$ cat src/rtl/usart_seq_pkg.sv
package usart_seq_pkg;

  typedef enum logic [1:0] {
    SEQ_MODE  = 2'd0,
    SEQ_SYNC1 = 2'd1,
    SEQ_SYNC2 = 2'd2,
    SEQ_CMD   = 2'd3
  } seq_state_e;

  // Packed so that the member order matches mode-word bits 7..0.
  typedef struct packed {
    logic [1:0] opt;       // [7:6] stop bits (async) or sync options
    logic       par_even;  // [5]
    logic       par_en;    // [4]
    logic [1:0] len_code;  // [3:2] length = 5 + code
    logic [1:0] baud;      // [1:0] 00 = sync
  } mode_word_t;

  localparam int CMD_TX_EN = 0;
  localparam int CMD_RX_EN = 2;
  localparam int CMD_IR    = 6;

  // Mask keeping only the bits of a character of the coded length.
  function automatic logic [7:0] len_mask(input logic [1:0] code);
    len_mask = 8'hFF >> (2'd3 - code);
  endfunction

  function automatic logic mode_is_async(input mode_word_t m);
    mode_is_async = (m.baud != 2'b00);
  endfunction

  // In sync mode, option bit 7 set means a single sync character.
  function automatic logic mode_single_sync(input mode_word_t m);
    mode_single_sync = m.opt[1];
  endfunction

endpackage

$ cat src/rtl/usart_word_seq.sv
module usart_word_seq
  import usart_seq_pkg::*;
(
  input  logic       clk,
  input  logic       rst_n,
  input  logic       ctl_wr,
  input  logic [7:0] wdata,
  output seq_state_e state_o,
  output mode_word_t mode_o,
  output logic [7:0] sync1_o,
  output logic [7:0] sync2_o,
  output logic       init_done_o,
  output logic       cmd_wr_o,
  output logic       ir_o
);

  seq_state_e state_q, state_d;
  mode_word_t mode_q;
  mode_word_t wmode;
  logic [7:0] sync1_q, sync2_q;
  logic       done_q;

  assign wmode    = mode_word_t'(wdata);
  assign ir_o     = ctl_wr && (state_q == SEQ_CMD) && wdata[CMD_IR];
  assign cmd_wr_o = ctl_wr && (state_q == SEQ_CMD) && !wdata[CMD_IR];

  always_comb begin
    state_d = state_q;
    if (ctl_wr) begin
      unique case (state_q)
        SEQ_MODE:  state_d = mode_is_async(wmode) ? SEQ_CMD : SEQ_SYNC1;
        SEQ_SYNC1: state_d = mode_single_sync(mode_q) ? SEQ_CMD : SEQ_SYNC2;
        SEQ_SYNC2: state_d = SEQ_CMD;
        SEQ_CMD:   state_d = wdata[CMD_IR] ? SEQ_MODE : SEQ_CMD;
        default:   state_d = SEQ_MODE;
      endcase
    end
  end

  always_ff @(posedge clk) begin
    if (!rst_n) begin
      state_q <= SEQ_MODE;
      mode_q  <= '0;
      sync1_q <= '0;
      sync2_q <= '0;
      done_q  <= 1'b0;
    end else begin
      state_q <= state_d;
      if (ctl_wr && state_q == SEQ_MODE)  mode_q  <= wmode;
      if (ctl_wr && state_q == SEQ_SYNC1) sync1_q <= wdata;
      if (ctl_wr && state_q == SEQ_SYNC2) sync2_q <= wdata;
      if (ir_o)          done_q <= 1'b0;
      else if (cmd_wr_o) done_q <= 1'b1;
    end
  end

  assign state_o     = state_q;
  assign mode_o      = mode_q;
  assign sync1_o     = sync1_q;
  assign sync2_o     = sync2_q;
  assign init_done_o = done_q;

  // an async mode word leads straight to command expectation
  a_r4_async_skips_sync: assert property (@(posedge clk) disable iff (!rst_n)
    (ctl_wr && state_q == SEQ_MODE && wdata[1:0] != 2'b00) |=> (state_q == SEQ_CMD));

  // single-sync mode takes exactly one sync character
  a_r3_single_sync: assert property (@(posedge clk) disable iff (!rst_n)
    (ctl_wr && state_q == SEQ_SYNC1 && mode_q.opt[1]) |=> (state_q == SEQ_CMD));

  // internal reset returns the sequencer to mode expectation
  a_r5_ir_back_to_mode: assert property (@(posedge clk) disable iff (!rst_n)
    ir_o |=> (state_q == SEQ_MODE && !done_q));

endmodule

$ cat src/rtl/usart_hs_flags.sv
module usart_hs_flags
  import usart_seq_pkg::*;
(
  input  logic       clk,
  input  logic       rst_n,
  input  logic       cmd_wr,
  input  logic       ir,
  input  logic       init_done,
  input  logic [1:0] len_code,
  input  logic [7:0] wdata,
  input  logic       data_wr,
  input  logic       data_rd,
  input  logic       tx_done,
  input  logic       rx_strobe,
  input  logic [7:0] rx_char,
  output logic [7:0] cmd_o,
  output logic       tx_rdy_o,
  output logic       rx_rdy_o,
  output logic [7:0] rx_buf_o,
  output logic       tx_load_o,
  output logic [7:0] tx_data_o
);

  logic [7:0] cmd_q, rx_buf_q;
  logic       tx_full_q, rx_full_q;
  logic       rx_take;

  assign tx_load_o = data_wr && init_done;
  assign tx_data_o = wdata;
  assign rx_take   = rx_strobe && init_done && cmd_q[CMD_RX_EN];

  always_ff @(posedge clk) begin
    if (!rst_n) begin
      cmd_q     <= '0;
      tx_full_q <= 1'b0;
      rx_full_q <= 1'b0;
      rx_buf_q  <= '0;
    end else if (ir) begin
      cmd_q     <= '0;
      tx_full_q <= 1'b0;
      rx_full_q <= 1'b0;
    end else begin
      if (cmd_wr) cmd_q <= wdata;
      if (tx_load_o)    tx_full_q <= 1'b1;
      else if (tx_done) tx_full_q <= 1'b0;
      if (rx_take) begin
        rx_buf_q  <= rx_char & len_mask(len_code);
        rx_full_q <= 1'b1;
      end else if (data_rd) begin
        rx_full_q <= 1'b0;
      end
    end
  end

  assign cmd_o    = cmd_q;
  assign tx_rdy_o = init_done && cmd_q[CMD_TX_EN] && !tx_full_q;
  assign rx_rdy_o = rx_full_q;
  assign rx_buf_o = rx_buf_q;

  // loading a character drops transmit-ready
  a_r6_load_clears_txrdy: assert property (@(posedge clk) disable iff (!rst_n)
    (tx_load_o && !ir) |=> !tx_rdy_o);

  // a data read with no new character drops receive-ready
  a_r7_read_clears_rxrdy: assert property (@(posedge clk) disable iff (!rst_n)
    (data_rd && !rx_strobe) |=> !rx_rdy_o);

  // no character reaches the transmit engine before set-up completes
  a_r10_no_early_load: assert property (@(posedge clk) disable iff (!rst_n)
    (data_wr && !$past(cmd_wr) && !init_done) |-> !tx_load_o);

endmodule

$ cat src/rtl/usart_ctrl_seq.sv
module usart_ctrl_seq
  import usart_seq_pkg::*;
#(
  parameter int ADDR_W = 2
) (
  input  logic              clk,
  input  logic              rst_n,
  input  logic [ADDR_W-1:0] cpu_addr,
  input  logic              cpu_wr,
  input  logic              cpu_rd,
  input  logic [7:0]        cpu_wdata,
  output logic [7:0]        cpu_rdata,
  output logic              tx_load,
  output logic [7:0]        tx_data,
  input  logic              tx_done,
  input  logic              rx_strobe,
  input  logic [7:0]        rx_char,
  output logic [1:0]        seq_state,
  output logic [1:0]        cfg_baud,
  output logic [1:0]        cfg_len,
  output logic              cfg_par_en,
  output logic              cfg_par_even,
  output logic [1:0]        cfg_opt,
  output logic [7:0]        sync_char1,
  output logic [7:0]        sync_char2,
  output logic [7:0]        cmd_word,
  output logic              tx_rdy,
  output logic              rx_rdy
);

  localparam int SEL_BIT = 0;

  logic       sel_ctl;
  logic       ctl_wr, data_wr, data_rd;
  logic       init_done, cmd_wr_evt, ir_evt;
  seq_state_e st;
  mode_word_t mode;
  logic [7:0] rx_buf;
  logic [7:0] status;
  logic       unused_addr_hi;

  generate
    if (ADDR_W > 1) begin : g_alias
      assign unused_addr_hi = ^cpu_addr[ADDR_W-1:1];
    end else begin : g_noalias
      assign unused_addr_hi = 1'b0;
    end
  endgenerate

  assign sel_ctl = cpu_addr[SEL_BIT];
  assign ctl_wr  = cpu_wr &&  sel_ctl;
  assign data_wr = cpu_wr && !sel_ctl;
  assign data_rd = cpu_rd && !sel_ctl;

  usart_word_seq u_seq (
    .clk         (clk),
    .rst_n       (rst_n),
    .ctl_wr      (ctl_wr),
    .wdata       (cpu_wdata),
    .state_o     (st),
    .mode_o      (mode),
    .sync1_o     (sync_char1),
    .sync2_o     (sync_char2),
    .init_done_o (init_done),
    .cmd_wr_o    (cmd_wr_evt),
    .ir_o        (ir_evt)
  );

  usart_hs_flags u_flags (
    .clk       (clk),
    .rst_n     (rst_n),
    .cmd_wr    (cmd_wr_evt),
    .ir        (ir_evt),
    .init_done (init_done),
    .len_code  (mode.len_code),
    .wdata     (cpu_wdata),
    .data_wr   (data_wr),
    .data_rd   (data_rd),
    .tx_done   (tx_done),
    .rx_strobe (rx_strobe),
    .rx_char   (rx_char),
    .cmd_o     (cmd_word),
    .tx_rdy_o  (tx_rdy),
    .rx_rdy_o  (rx_rdy),
    .rx_buf_o  (rx_buf),
    .tx_load_o (tx_load),
    .tx_data_o (tx_data)
  );

  assign status    = {6'b0, rx_rdy, tx_rdy};
  assign cpu_rdata = sel_ctl ? status : rx_buf;

  assign seq_state    = st;
  assign cfg_baud     = mode.baud;
  assign cfg_len      = mode.len_code;
  assign cfg_par_en   = mode.par_en;
  assign cfg_par_even = mode.par_even;
  assign cfg_opt      = mode.opt;

  // a 5-bit character never shows high bits on a data read
  a_r8_short_char_zero: assert property (@(posedge clk) disable iff (!rst_n)
    (data_rd && rx_rdy && mode.len_code == 2'b00) |-> (cpu_rdata[7:5] == 3'b000));

endmodule

$ cat config.mk
export PLATFORM = sky130hd
export DESIGN_NAME = usart_ctrl_seq
export DESIGN_NICKNAME = d
export VERILOG_FILES = /design/src/rtl/usart_seq_pkg.sv /design/src/rtl/usart_word_seq.sv /design/src/rtl/usart_hs_flags.sv /design/src/rtl/usart_ctrl_seq.sv
export SDC_FILE = /design/constraint.sdc
export NUM_CORES = 1
export LEC_CHECK = 0
export BUFFER_PORTS_ARGS = -buffer_cell sky130_fd_sc_hd__buf_2
export CAP_MARGIN = 20
export CORE_AREA = 2 2 77 71
export DETAILED_ROUTE_END_ITERATION = 7
export DIE_AREA = 0 0 79 73
export GPL_TIMING_DRIVEN = 0
export PLACE_DENSITY = 0.67
export SYNTH_ARGS = -nofsm -noshare
export SYNTH_HDL_FRONTEND = slang
export SYNTH_SLANG_ARGS = --single-unit
$ cat constraint.sdc
create_clock -name clk -period 1.8 [get_ports clk]
set_clock_uncertainty 0.15 [all_clocks]
set_input_delay 0.09 -clock clk [delete_from_list [all_inputs] [get_ports clk]]
set_output_delay 0.09 -clock clk [all_outputs]
set_load 0.01 [all_outputs]
==> metrics.yaml <==
outcome: "complete, but fails checks"
violations: "hold timing"
wl_per_cell_um: 13.0
synthDistinctLibCells: 28
grt_setup_unrepaired: "no"
rows: 25
ys_ff_latch: 45
reg2reg_slack_ns: 0.22
drv_slew: 0
die_area_sq_um: 5770
overflow: 0
dpl_cell_area_sq_um: 2380
dp_hpwl_um: 3510
grt.total_usage: 0.173
fin_util: 0.527
fin_crit_ns: 1.58
area_growth_pct: 38.0
fill_cells: 497
yosysWarnings: 0
avgSynthCellArea_sq_um: 8.96
routabilityCongestion: 0.702
grt_pass1_vias: 1568
die_w_um: 79
crit_path_start_kind: "flip-flop"
cts_tree: "yes"
synth-compound-area-share: 0.132
cts.root.buffer_cell: "clkbuf_8"
postRouteAntennaNets: 0
synthesis.nets: 240
via_count: 1791
post-route-cell-area_sq_um: 2670
cts_buffers: 5
critPathKind: "flip-flop to flip-flop"
cap_violations: 0
synth_xor_area_frac: 0
async_flop_share: 0
antenna_found_initial: 0
maxSlewHeadroom: 0.637
fin_nets: 337
required_ns: 1.88
clock_path_buffers: 2
first_iter_violations: 81
whs_ns: -0.00200
p_leak_uw: 0.00118
worstMarginPinSlew_ns: 0.545
ctsResizeCount: 0
yosys.area_share.simple: 0.217
ys.flop_type: "dfxtp_1"
instances_no_fill: 381
crit_arrival_ns: 1.66
fp.dieH_um: 73
synthMuxAreaShare: 0.0995
portBuffers: 72
drive_gt1_frac: 0.328
synth_edf_count: 0
avgViaCountPerCell: 4.70
hold_viol_final: 1
setup_viol: 0
ios: 77
synth_fa_ha_area_frac: 0
powerDensity_nw_per_um2: 765
layout_commonest_cell: "buf_2"
path_clk_slew_ns: 0.08
final_cell_mix: "buf_2 (77), nand2_1 (46), dfxtp_1 (45)"
peakVddDrop_uv: 329
grt_pass1_wl_um: 7630
grt_max_degree: 14
initial_core_util: 0.382
syn_area_sq_um: 1940
antennaDiodeCount: 0
synth_top_family_by_area: "simple AND/OR/NAND/NOR gates"
insertion_delay_ns: 0.30
finalCritPeriodShare: 0.880
synth_seq_area_share: 0.465
drc_errors: 0
fmax_mhz: 631
core_sq_um: 5070
fin_setup_tns_ns: 0
synthCells: 216
cts.sink_count: 45
crit_fanout: 9
routed_wl_um: 4960
dp_cells: 355
hp-class: "input port to flip-flop"
first_pass_iters: 4
end_kind: "flip-flop"
htreeDepth: 2
## kinds of logic (layout without fill, tap and decap cells)
group / after synthesis / after routing
AND/OR/NAND/NOR: 85 / 85
flip-flops: 45 / 45
AO/OA/AOI/OAI: 40 / 40
buffers and inverters: 27 / 125
multiplexers: 19 / 19
## registers in the layout, indices dropped and copies added (netlist names), 2 cells and up
signal and cells:
u_seq.sync2_o 8, u_seq.mode_o 8, u_seq.sync1_o 8, u_flags.rx_buf_o 8
u_flags.cmd_o 8, u_seq.state_o 2
## power by group
part           total (uW)  leakage [uW]  switching [uW]  internal [uW]
combinational         232      0.000755             119            113
sequential           1020      0.000364            11.2           1010
clock                 788     0.0000585             335            453
## worst max-delay path: stages (launching register included)
cell and delay [ns]:
dfxtp_1 0.32, buf_4 0.16, and4_4 0.17, buf_6 0.13, a21oi_4 0.36, mux2i_1 0.23
## timing repair
item / in CTS / in global routing
setup buffers: 0 / 2
hold endpoints to repair: 30 / 0
hold buffers: 16 / 0
endpoints found under the setup margin: 0 / 10
## per-layer routing
layer / up-vias / track usage / wire, um
met5: - / 0 / 0
met4: 0 / 0.0747 / 83
met3: 7 / 0.0359 / 215
met2: 38 / 0.272 / 2260
met1: 836 / 0.231 / 2400
li1: 910 / - / -
## cell usage after synthesis (2+ instances only)
library cell / n / area share
a21boi_0: 16 / 0.062
a21oi_1: 11 / 0.028
and4b_1: 2 / 0.010
buf_2: 5 / 0.013
buf_4: 10 / 0.039
buf_6: 3 / 0.017
clkbuf_1: 6 / 0.012
dfxtp_1: 45 / 0.47
inv_1: 2 / 0.0039
mux2_2: 2 / 0.012
mux2i_1: 17 / 0.088
nand2_1: 46 / 0.089
nand3_1: 9 / 0.023
nand4_1: 2 / 0.0065
nand4b_1: 2 / 0.0091
nor2_1: 4 / 0.0078
nor2b_1: 14 / 0.045
o21ai_0: 10 / 0.026
## cell type report
class / count / area, sq um / share of cell area
Timing Repair Buffer: 90 / 536 / 0.200
Buffer: 24 / 156 / 0.0585
Inverter: 3 / 11.3 / 0.00422
Sequential cell: 45 / 901 / 0.337
Tap cell: 67 / 83.8 / 0.0314
Clock inverter: 1 / 30.0 / 0.0112
Clock buffer: 7 / 86.3 / 0.0323
Multi-Input combinational cell: 144 / 867 / 0.325
## final timing paths
path,from,endpoint,depth (start not counted)
min,rx_strobe,u_flags.rx_rdy_o,3
min reg2reg,u_flags.rx_buf_o[5],u_flags.rx_buf_o[5],2
max reg2reg,u_seq.state_o[1],u_flags.rx_buf_o[1],5
max,u_seq.state_o[1],u_flags.rx_buf_o[1],5
## per-stage QoR
step	setup WS (ns)	power, uW
floorplan	0.324	1170
global placement	0.136	1250
detailed placement	0.114	1250
CTS	0.103	2050
global route	0.0997	2120
finish	0.216	2040
(Power assumes the default switching activity.)
